### config.mk
export PLATFORM = sky130hd
export DESIGN_NAME = cmpwm_timer
export DESIGN_NICKNAME = d
export VERILOG_FILES = /design/src/rtl/cmpwm_pkg.sv /design/src/rtl/cmpwm_tickgen.sv /design/src/rtl/cmpwm_channel.sv /design/src/rtl/cmpwm_timer.sv
export SDC_FILE = /design/constraint.sdc
export NUM_CORES = 2
export LEC_CHECK = 0
export ABC_AREA = 1
export BUFFER_PORTS_ARGS = -buffer_cell sky130_fd_sc_hd__clkbuf_2
export CAP_MARGIN = 15
export CORE_MARGIN = 10
export CORE_UTILIZATION = 35
export CTS_CLUSTER_DIAMETER = 100
export DETAILED_ROUTE_END_ITERATION = 16
export RECOVER_POWER = 25
export SLEW_MARGIN = 20
export SYNTH_ARGS = -nofsm -noshare
export SYNTH_HDL_FRONTEND = slang
export SYNTH_SLANG_ARGS = --single-unit
### constraint.sdc
create_clock -name clk -period 3.51 [get_ports clk]
set_input_delay 0.1755 -clock clk [delete_from_list [all_inputs] [get_ports clk]]
set_output_delay 0.1755 -clock clk [all_outputs]
set_load 0.05 [all_outputs]
### src/rtl/cmpwm_pkg.sv
package cmpwm_pkg;
  localparam int OFFW = 6;
  localparam logic [OFFW-1:0] OFF_CTL  = 6'h00;
  localparam logic [OFFW-1:0] OFF_MODE = 6'h04;
  localparam logic [OFFW-1:0] OFF_IOC  = 6'h08;
  localparam logic [OFFW-1:0] OFF_IER  = 6'h0C;
  localparam logic [OFFW-1:0] OFF_FLAG = 6'h10;
  localparam logic [OFFW-1:0] OFF_CNT  = 6'h14;
  localparam logic [OFFW-1:0] OFF_CMPA = 6'h18;
  localparam logic [OFFW-1:0] OFF_CMPB = 6'h1C;
  localparam logic [OFFW-1:0] OFF_CMPC = 6'h20;
  localparam logic [OFFW-1:0] OFF_CMPD = 6'h24;

  typedef enum logic [2:0] {
    CLR_NONE = 3'd0, CLR_A = 3'd1, CLR_B = 3'd2, CLR_C = 3'd5, CLR_D = 3'd6
  } clr_sel_e;

  typedef enum logic [1:0] {
    ACT_HOLD = 2'd0, ACT_LOW = 2'd1, ACT_HIGH = 2'd2, ACT_INV = 2'd3
  } match_act_e;

  localparam logic [1:0] MODE_PWM = 2'd2;
endpackage

### src/rtl/cmpwm_tickgen.sv
module cmpwm_tickgen #(
  parameter int PS_STEPS = 4
) (
  input  logic       clk,
  input  logic       rst,
  input  logic       en,
  input  logic       src,
  input  logic [1:0] edge_sel,
  input  logic [1:0] psel,
  output logic       tick
);
  localparam int PCW = 2 * (PS_STEPS - 1);

  logic           src_q;
  logic           edge_hit;
  logic [PCW-1:0] pre_q;
  logic [PCW-1:0] mask;

  always_comb begin
    unique case (edge_sel)
      2'd0:    edge_hit = src & ~src_q;
      2'd1:    edge_hit = ~src & src_q;
      default: edge_hit = src ^ src_q;
    endcase
    mask = PCW'((1 << (2 * psel)) - 1);
    tick = en && edge_hit && ((pre_q & mask) == mask);
  end

  always_ff @(posedge clk) begin
    if (rst) begin
      src_q <= 1'b0;
      pre_q <= '0;
    end else begin
      src_q <= src;
      if (!en || tick)   pre_q <= '0;
      else if (edge_hit) pre_q <= pre_q + 1'b1;
    end
  end

  a_r5_tick_on_edge: assert property (@(posedge clk) disable iff (rst)
    tick |-> (en && edge_hit));
endmodule

### src/rtl/cmpwm_channel.sv
module cmpwm_channel
  import cmpwm_pkg::*;
#(
  parameter int DW = 16
) (
  input  logic          clk,
  input  logic          rst,
  input  logic          run,
  input  logic          count_src,
  input  logic          we,
  input  logic [OFFW-1:0] off,
  input  logic [DW-1:0] wdata,
  output logic [DW-1:0] rdata,
  output logic          pin
);
  logic [DW-1:0] ctl_q, mode_q, ioc_q, ier_q, cnt_q;
  logic [DW-1:0] cmp_q [4];
  logic [1:0]    flag_q;
  logic          pin_q;
  logic          tick, hit_a, hit_b, clr_hit;
  logic [3:0]    hits;
  logic          ioc_wr, cnt_wr, flag_wr;
  logic [1:0]    flag_n;

  cmpwm_tickgen #(.PS_STEPS(4)) u_tick (
    .clk(clk), .rst(rst), .en(run), .src(count_src),
    .edge_sel(ctl_q[4:3]), .psel(ctl_q[1:0]), .tick(tick)
  );

  for (genvar k = 0; k < 4; k++) begin : g_cmp
    assign hits[k] = tick && (cnt_q == cmp_q[k]);
  end
  assign hit_a = hits[0];
  assign hit_b = hits[1];

  always_comb begin
    unique case (ctl_q[7:5])
      CLR_A:   clr_hit = hits[0];
      CLR_B:   clr_hit = hits[1];
      CLR_C:   clr_hit = hits[2];
      CLR_D:   clr_hit = hits[3];
      default: clr_hit = 1'b0;
    endcase
    ioc_wr  = we && (off == OFF_IOC);
    cnt_wr  = we && (off == OFF_CNT);
    flag_wr = we && (off == OFF_FLAG);
    flag_n  = flag_wr ? (flag_q & wdata[1:0]) : flag_q;
    flag_n  = flag_n | {hit_b, hit_a};
  end

  always_ff @(posedge clk) begin
    if (rst) begin
      ctl_q <= '0; mode_q <= '0; ioc_q <= '0; ier_q <= '0;
      cnt_q <= '0; flag_q <= '0; pin_q <= 1'b0;
      for (int k = 0; k < 4; k++) cmp_q[k] <= '1;
    end else begin
      flag_q <= flag_n;
      if (we) begin
        unique case (off)
          OFF_CTL:  ctl_q    <= wdata;
          OFF_MODE: mode_q   <= wdata;
          OFF_IOC:  ioc_q    <= wdata;
          OFF_IER:  ier_q    <= wdata;
          OFF_CMPA: cmp_q[0] <= wdata;
          OFF_CMPB: cmp_q[1] <= wdata;
          OFF_CMPC: cmp_q[2] <= wdata;
          OFF_CMPD: cmp_q[3] <= wdata;
          default: ;
        endcase
      end
      if (cnt_wr)    cnt_q <= wdata;
      else if (tick) cnt_q <= clr_hit ? '0 : cnt_q + 1'b1;
      if (ioc_wr && !run) begin
        pin_q <= wdata[2];
      end else if ((mode_q[1:0] == MODE_PWM) && clr_hit) begin
        pin_q <= ioc_q[2];
      end else if (hit_a) begin
        unique case (match_act_e'(ioc_q[1:0]))
          ACT_LOW:  pin_q <= 1'b0;
          ACT_HIGH: pin_q <= 1'b1;
          ACT_INV:  pin_q <= ~pin_q;
          default:  pin_q <= pin_q;
        endcase
      end
    end
  end

  always_comb begin
    unique case (off)
      OFF_CTL:  rdata = ctl_q;
      OFF_MODE: rdata = mode_q;
      OFF_IOC:  rdata = ioc_q;
      OFF_IER:  rdata = ier_q;
      OFF_FLAG: rdata = DW'(flag_q);
      OFF_CNT:  rdata = cnt_q;
      OFF_CMPA: rdata = cmp_q[0];
      OFF_CMPB: rdata = cmp_q[1];
      OFF_CMPC: rdata = cmp_q[2];
      OFF_CMPD: rdata = cmp_q[3];
      default:  rdata = '0;
    endcase
  end

  assign pin = pin_q;

  a_r1_hold_stopped: assert property (@(posedge clk) disable iff (rst)
    (!run && !cnt_wr) |=> $stable(cnt_q));
  a_r9_fixed_level: assert property (@(posedge clk) disable iff (rst)
    (ioc_wr && !run) |=> (pin_q == $past(wdata[2])));
  a_r10_set_wins: assert property (@(posedge clk) disable iff (rst)
    hit_a |=> flag_q[0]);
  a_r6_clear_b: assert property (@(posedge clk) disable iff (rst)
    (tick && ctl_q[7:5] == 3'd2 && cnt_q == cmp_q[1] && !cnt_wr) |=> (cnt_q == '0));
endmodule

### src/rtl/cmpwm_timer.sv
module cmpwm_timer
  import cmpwm_pkg::*;
#(
  parameter int NCH     = 4,
  parameter int DW      = 16,
  parameter int AW      = 8,
  parameter int CH_BASE = 16
) (
  input  logic           clk,
  input  logic           rst,
  input  logic [AW-1:0]  bus_addr,
  input  logic [DW-1:0]  bus_wdata,
  input  logic           bus_we,
  output logic [DW-1:0]  bus_rdata,
  input  logic           count_src,
  output logic [NCH-1:0] pwm_out
);
  localparam int IDXW = AW - OFFW;

  logic [NCH-1:0]  run_q;
  logic [AW-1:0]   rel;
  logic            in_ch;
  logic [IDXW-1:0] ch_idx;
  logic [DW-1:0]   ch_rd [NCH];
  logic [DW-1:0]   rd_n;

  assign rel    = bus_addr - AW'(CH_BASE);
  assign in_ch  = bus_addr >= AW'(CH_BASE);
  assign ch_idx = rel[AW-1:OFFW];

  for (genvar g = 0; g < NCH; g++) begin : g_ch
    cmpwm_channel #(.DW(DW)) u_ch (
      .clk(clk), .rst(rst), .run(run_q[g]), .count_src(count_src),
      .we(bus_we && in_ch && (ch_idx == IDXW'(g))),
      .off(rel[OFFW-1:0]), .wdata(bus_wdata),
      .rdata(ch_rd[g]), .pin(pwm_out[g])
    );
  end

  always_comb begin
    rd_n = '0;
    if (bus_addr == '0) rd_n = DW'(run_q);
    else if (in_ch && (int'(ch_idx) < NCH)) rd_n = ch_rd[ch_idx];
  end

  always_ff @(posedge clk) begin
    if (rst) begin
      run_q     <= '0;
      bus_rdata <= '0;
    end else begin
      bus_rdata <= rd_n;
      if (bus_we && bus_addr == '0) run_q <= bus_wdata[NCH-1:0];
    end
  end

  a_r1_run_write: assert property (@(posedge clk) disable iff (rst)
    (bus_we && bus_addr == '0) |=> (run_q == $past(bus_wdata[NCH-1:0])));
endmodule

==> flow_metrics.py <==
metrics = {
    "status": {
        "outcome": "finished with violations",
        "violations": "capacitance limit, slew limit",
    },
    "synthesis": {
        "post_synth_num_cell_types": 50,
        "ys_async_sr_fraction_pct": 0,
        "yosys_register_bits": 633,
        "ys_warn_count": 0,
        "syn_area_per_cell_um2": 7.49,
        "ys_top_cells_by_count": "nand2_1 (1173), a21oi_1 (452), inv_1 (392), dfxtp_1 (377), o21ai_0 (346)",
        "synth_area_leaders": "edfxtp_1 (23%), dfxtp_1 (23%), nand2_1 (13%)",
        "yosysTopAreaCell": "edfxtp_1",
        "synth_edf_count": 256,
        "ys_seq_area_share_pct": 46.3,
        "yosysMostFrequentCell": "nand2_1",
        "mappedNetlistNets": 4438,
        "yosys.area.top_type_share_pct": 23.4,
        "ys.flop_type": "dfxtp_1",
        "syn_area_um2": 32900,
        "syn_inst": 4390,
    },
    "routing": {
        "wl_per_cell_um": 21.9,
        "vias_per_cell": 5.53,
        "drc": 0,
        "ant_nets": 0,
        "drt_wl_total_um": 124000,
        "drtIter0Drc": 3809,
        "firstDrtPassIters": 6,
        "vias": 31300,
    },
    "placement": {
        "place_congestion": 1.03,
        "io_buffers": 47,
        "placedCellCount": 5518,
        "dp_hpwl_um": 84100,
    },
    "cts": {
        "clkSinkCount": 633,
        "clk_path_buf_depth": 3,
        "cts_tree": "yes",
        "root_buffer": "clkbuf_16",
        "cts_setup_buffers": 0,
        "cts_buffers": 71,
        "htree_num_levels": 3,
        "path_clk_slew_ns": 0.06,
        "worstSkewPairLatency_ns": 0.64,
    },
    "timing": {
        "relSlewSlack_pct": -28.1,
        "fin_skew_ns": 0.0356,
        "setup_violations": 0,
        "tightestPinTransition_ns": 1.92,
        "rsz0062_at_grt": "no",
        "hold_ws_ns": 0.101,
        "tns_ns": 0,
        "max_freq_ghz": 0.325,
        "fin_crit_ns": 3.08,
        "hold_viol": 0,
        "slew_violations": 67,
        "period_share_pct": 87.7,
    },
    "global_route": {
        "antenna_found_initial": 4,
        "grt_max_degree": 90,
        "grt_pass1_vias": 28900,
        "gr-total-overflow": 0,
        "grt_use_total_pct": 22.3,
        "grt_pass1_wl_um": 185000,
    },
    "power_and_ir_drop": {
        "power_density_nw_per_um2": 448,
        "total_power_uw": 16500,
        "p_leak_uw": 0.0145,
        "ir_drop_mv": 0.376,
    },
    "floorplanning": {
        "initial_core_util_pct": 35.2,
        "num_rows": 112,
        "die_h_um": 327,
        "pin_count": 48,
        "design.core.area_um2": 93300,
        "dieArea_um2": 107000,
        "floorplan.die.width_um": 327,
    },
    "cells_and_area": {
        "syn2layout_area_growth_pct": 12.0,
        "drive_gt1_share_pct": 6.92,
        "final_nets": 4399,
        "nFillCells": 9682,
        "instances_no_fill": 5665,
    },
    "setup_path": {
        "start_kind": "primary input",
        "crit_arrival_ns": 3.33,
        "crit_type": "in2reg",
        "crit_fanout": 19,
        "crit_required_ns": 3.76,
        "end_kind": "flip-flop",
    },
    "job": {
        "maxCapViolations": 2,
    },
    "min_path": {
        "hp-class": "in2reg",
    },
}
[through the flow]
stage / area [um2] / util (%) / setup WS (ns)
after CTS: 37000 / 39.6 / 0.780
after floorplan: 32900 / - / 0.738
after global routing: 36800 / 39.5 / 0.263
after global placement: 34500 / 37.0 / 0.773
after detailed placement: 34500 / 37.0 / 0.762
final: 36800 / 39.5 / 0.433
[power breakdown]
| part | switching, uW | internal (uW) |
|---|---|---|
| clock network | 3200 | 4310 |
| registers | 125 | 7820 |
| logic | 811 | 247 |
| total | 4130 | 12400 |
[flip-flops by register name, indices dropped and copies added, names as in the netlist, 16 cells and up]
register                cells
g_ch.u_ch.u_tick.pre_q     24
bus_rdata                  16
g_ch.u_ch.ier_q            64
g_ch.u_ch.cnt_q            64
g_ch.u_ch.mode_q           64
g_ch.u_ch.ioc_q            64
g_ch.u_ch.cmp_q           256
g_ch.u_ch.ctl_q            64
[final timing paths]
path                                   from                  endpoint  slack (ns)  depth (start not counted)
hold / removal                  bus_addr[3]              bus_rdata[1]        0.10                          5
hold reg to reg      g_ch[1].u_ch.ctl_q[13]    g_ch[1].u_ch.ctl_q[13]        0.45                          2
setup / recovery                bus_addr[4]  g_ch[1].u_ch.cmp_q[2][5]        0.43                          9
setup reg to reg  g_ch[2].u_ch.u_tick.src_q    g_ch[2].u_ch.cnt_q[15]        0.66                         11
[kinds of logic (layout without fill, tap and decap cells)]
kind of cell	count (synthesis)	in the layout	synth area share [%]
adder cells (fa/ha/maj)	20	20	0.761
XOR/XNOR	105	105	2.80
AO/OA/AOI/OAI	1043	1043	17.5
flip-flops	633	633	46.3
buffers and inverters	706	726	8.55
other	0	1	0
AND/OR/NAND/NOR	1883	1883	24.1
[repair_timing]
| item | CTS | global route |
|---|---|---|
| resized for setup | 0 | 0 |
| hold buffers | 14 | 0 |
| endpoints found under the setup margin | 0 | 0 |
| hold endpoints to repair | 42 | 0 |
[layout by cell type, fill, tap and decap left out, types with 17 or more instances in the layout]
cell / netlist / final
a21oi_1: 452 / 452
a221oi_1: 26 / 26
a22oi_1: 47 / 47
buf_4: 9 / 95
clkbuf_1: 184 / 55
clkbuf_16: 0 / 76
clkbuf_2: 2 / 35
dfxtp_1: 377 / 377
edfxtp_1: 256 / 256
ha_1: 20 / 20
inv_1: 392 / 388
nand2_1: 1173 / 1172
nand3_1: 215 / 214
nand4_1: 101 / 101
nor2_1: 319 / 311
nor3_1: 10 / 17
o211ai_1: 19 / 19
o21ai_0: 346 / 338
o22ai_1: 104 / 104
xor2_1: 103 / 103
[routing by layer]
layer | track usage [%] | wire length (um) | share of wire, % | vias up
met5 | 0 | 20 | 0.016 | -
met4 | 9.90 | 5810 | 4.7 | 2
met3 | 4.70 | 13000 | 10 | 335
met2 | 34.2 | 53800 | 43 | 1640
met1 | 29.9 | 51500 | 42 | 14800
li1 | - | - | - | 14600
[final cells by class]
type / count / area, um2 / area share (%)
antenna: 1 / 2.50 / 0.00679
clock buffer: 107 / 2110 / 5.73
clock inverter: 25 / 175 / 0.476
inverter: 406 / 1530 / 4.16
multi-input combinational: 3051 / 14800 / 40.3
sequential: 633 / 15200 / 41.4
tap: 1254 / 1570 / 4.26
timing repair buffer: 188 / 1360 / 3.68
[worst max-delay path: stages]
cell and delay [ns]:
clkbuf_1 0.22, o21ai_0 0.17, nand2_1 0.21, inv_1 0.23
nor3_1 0.32, clkbuf_1 0.78, inv_4 0.17, o21ai_0 0.20
clkbuf_1 0.81
(Power assumes the default switching activity.)
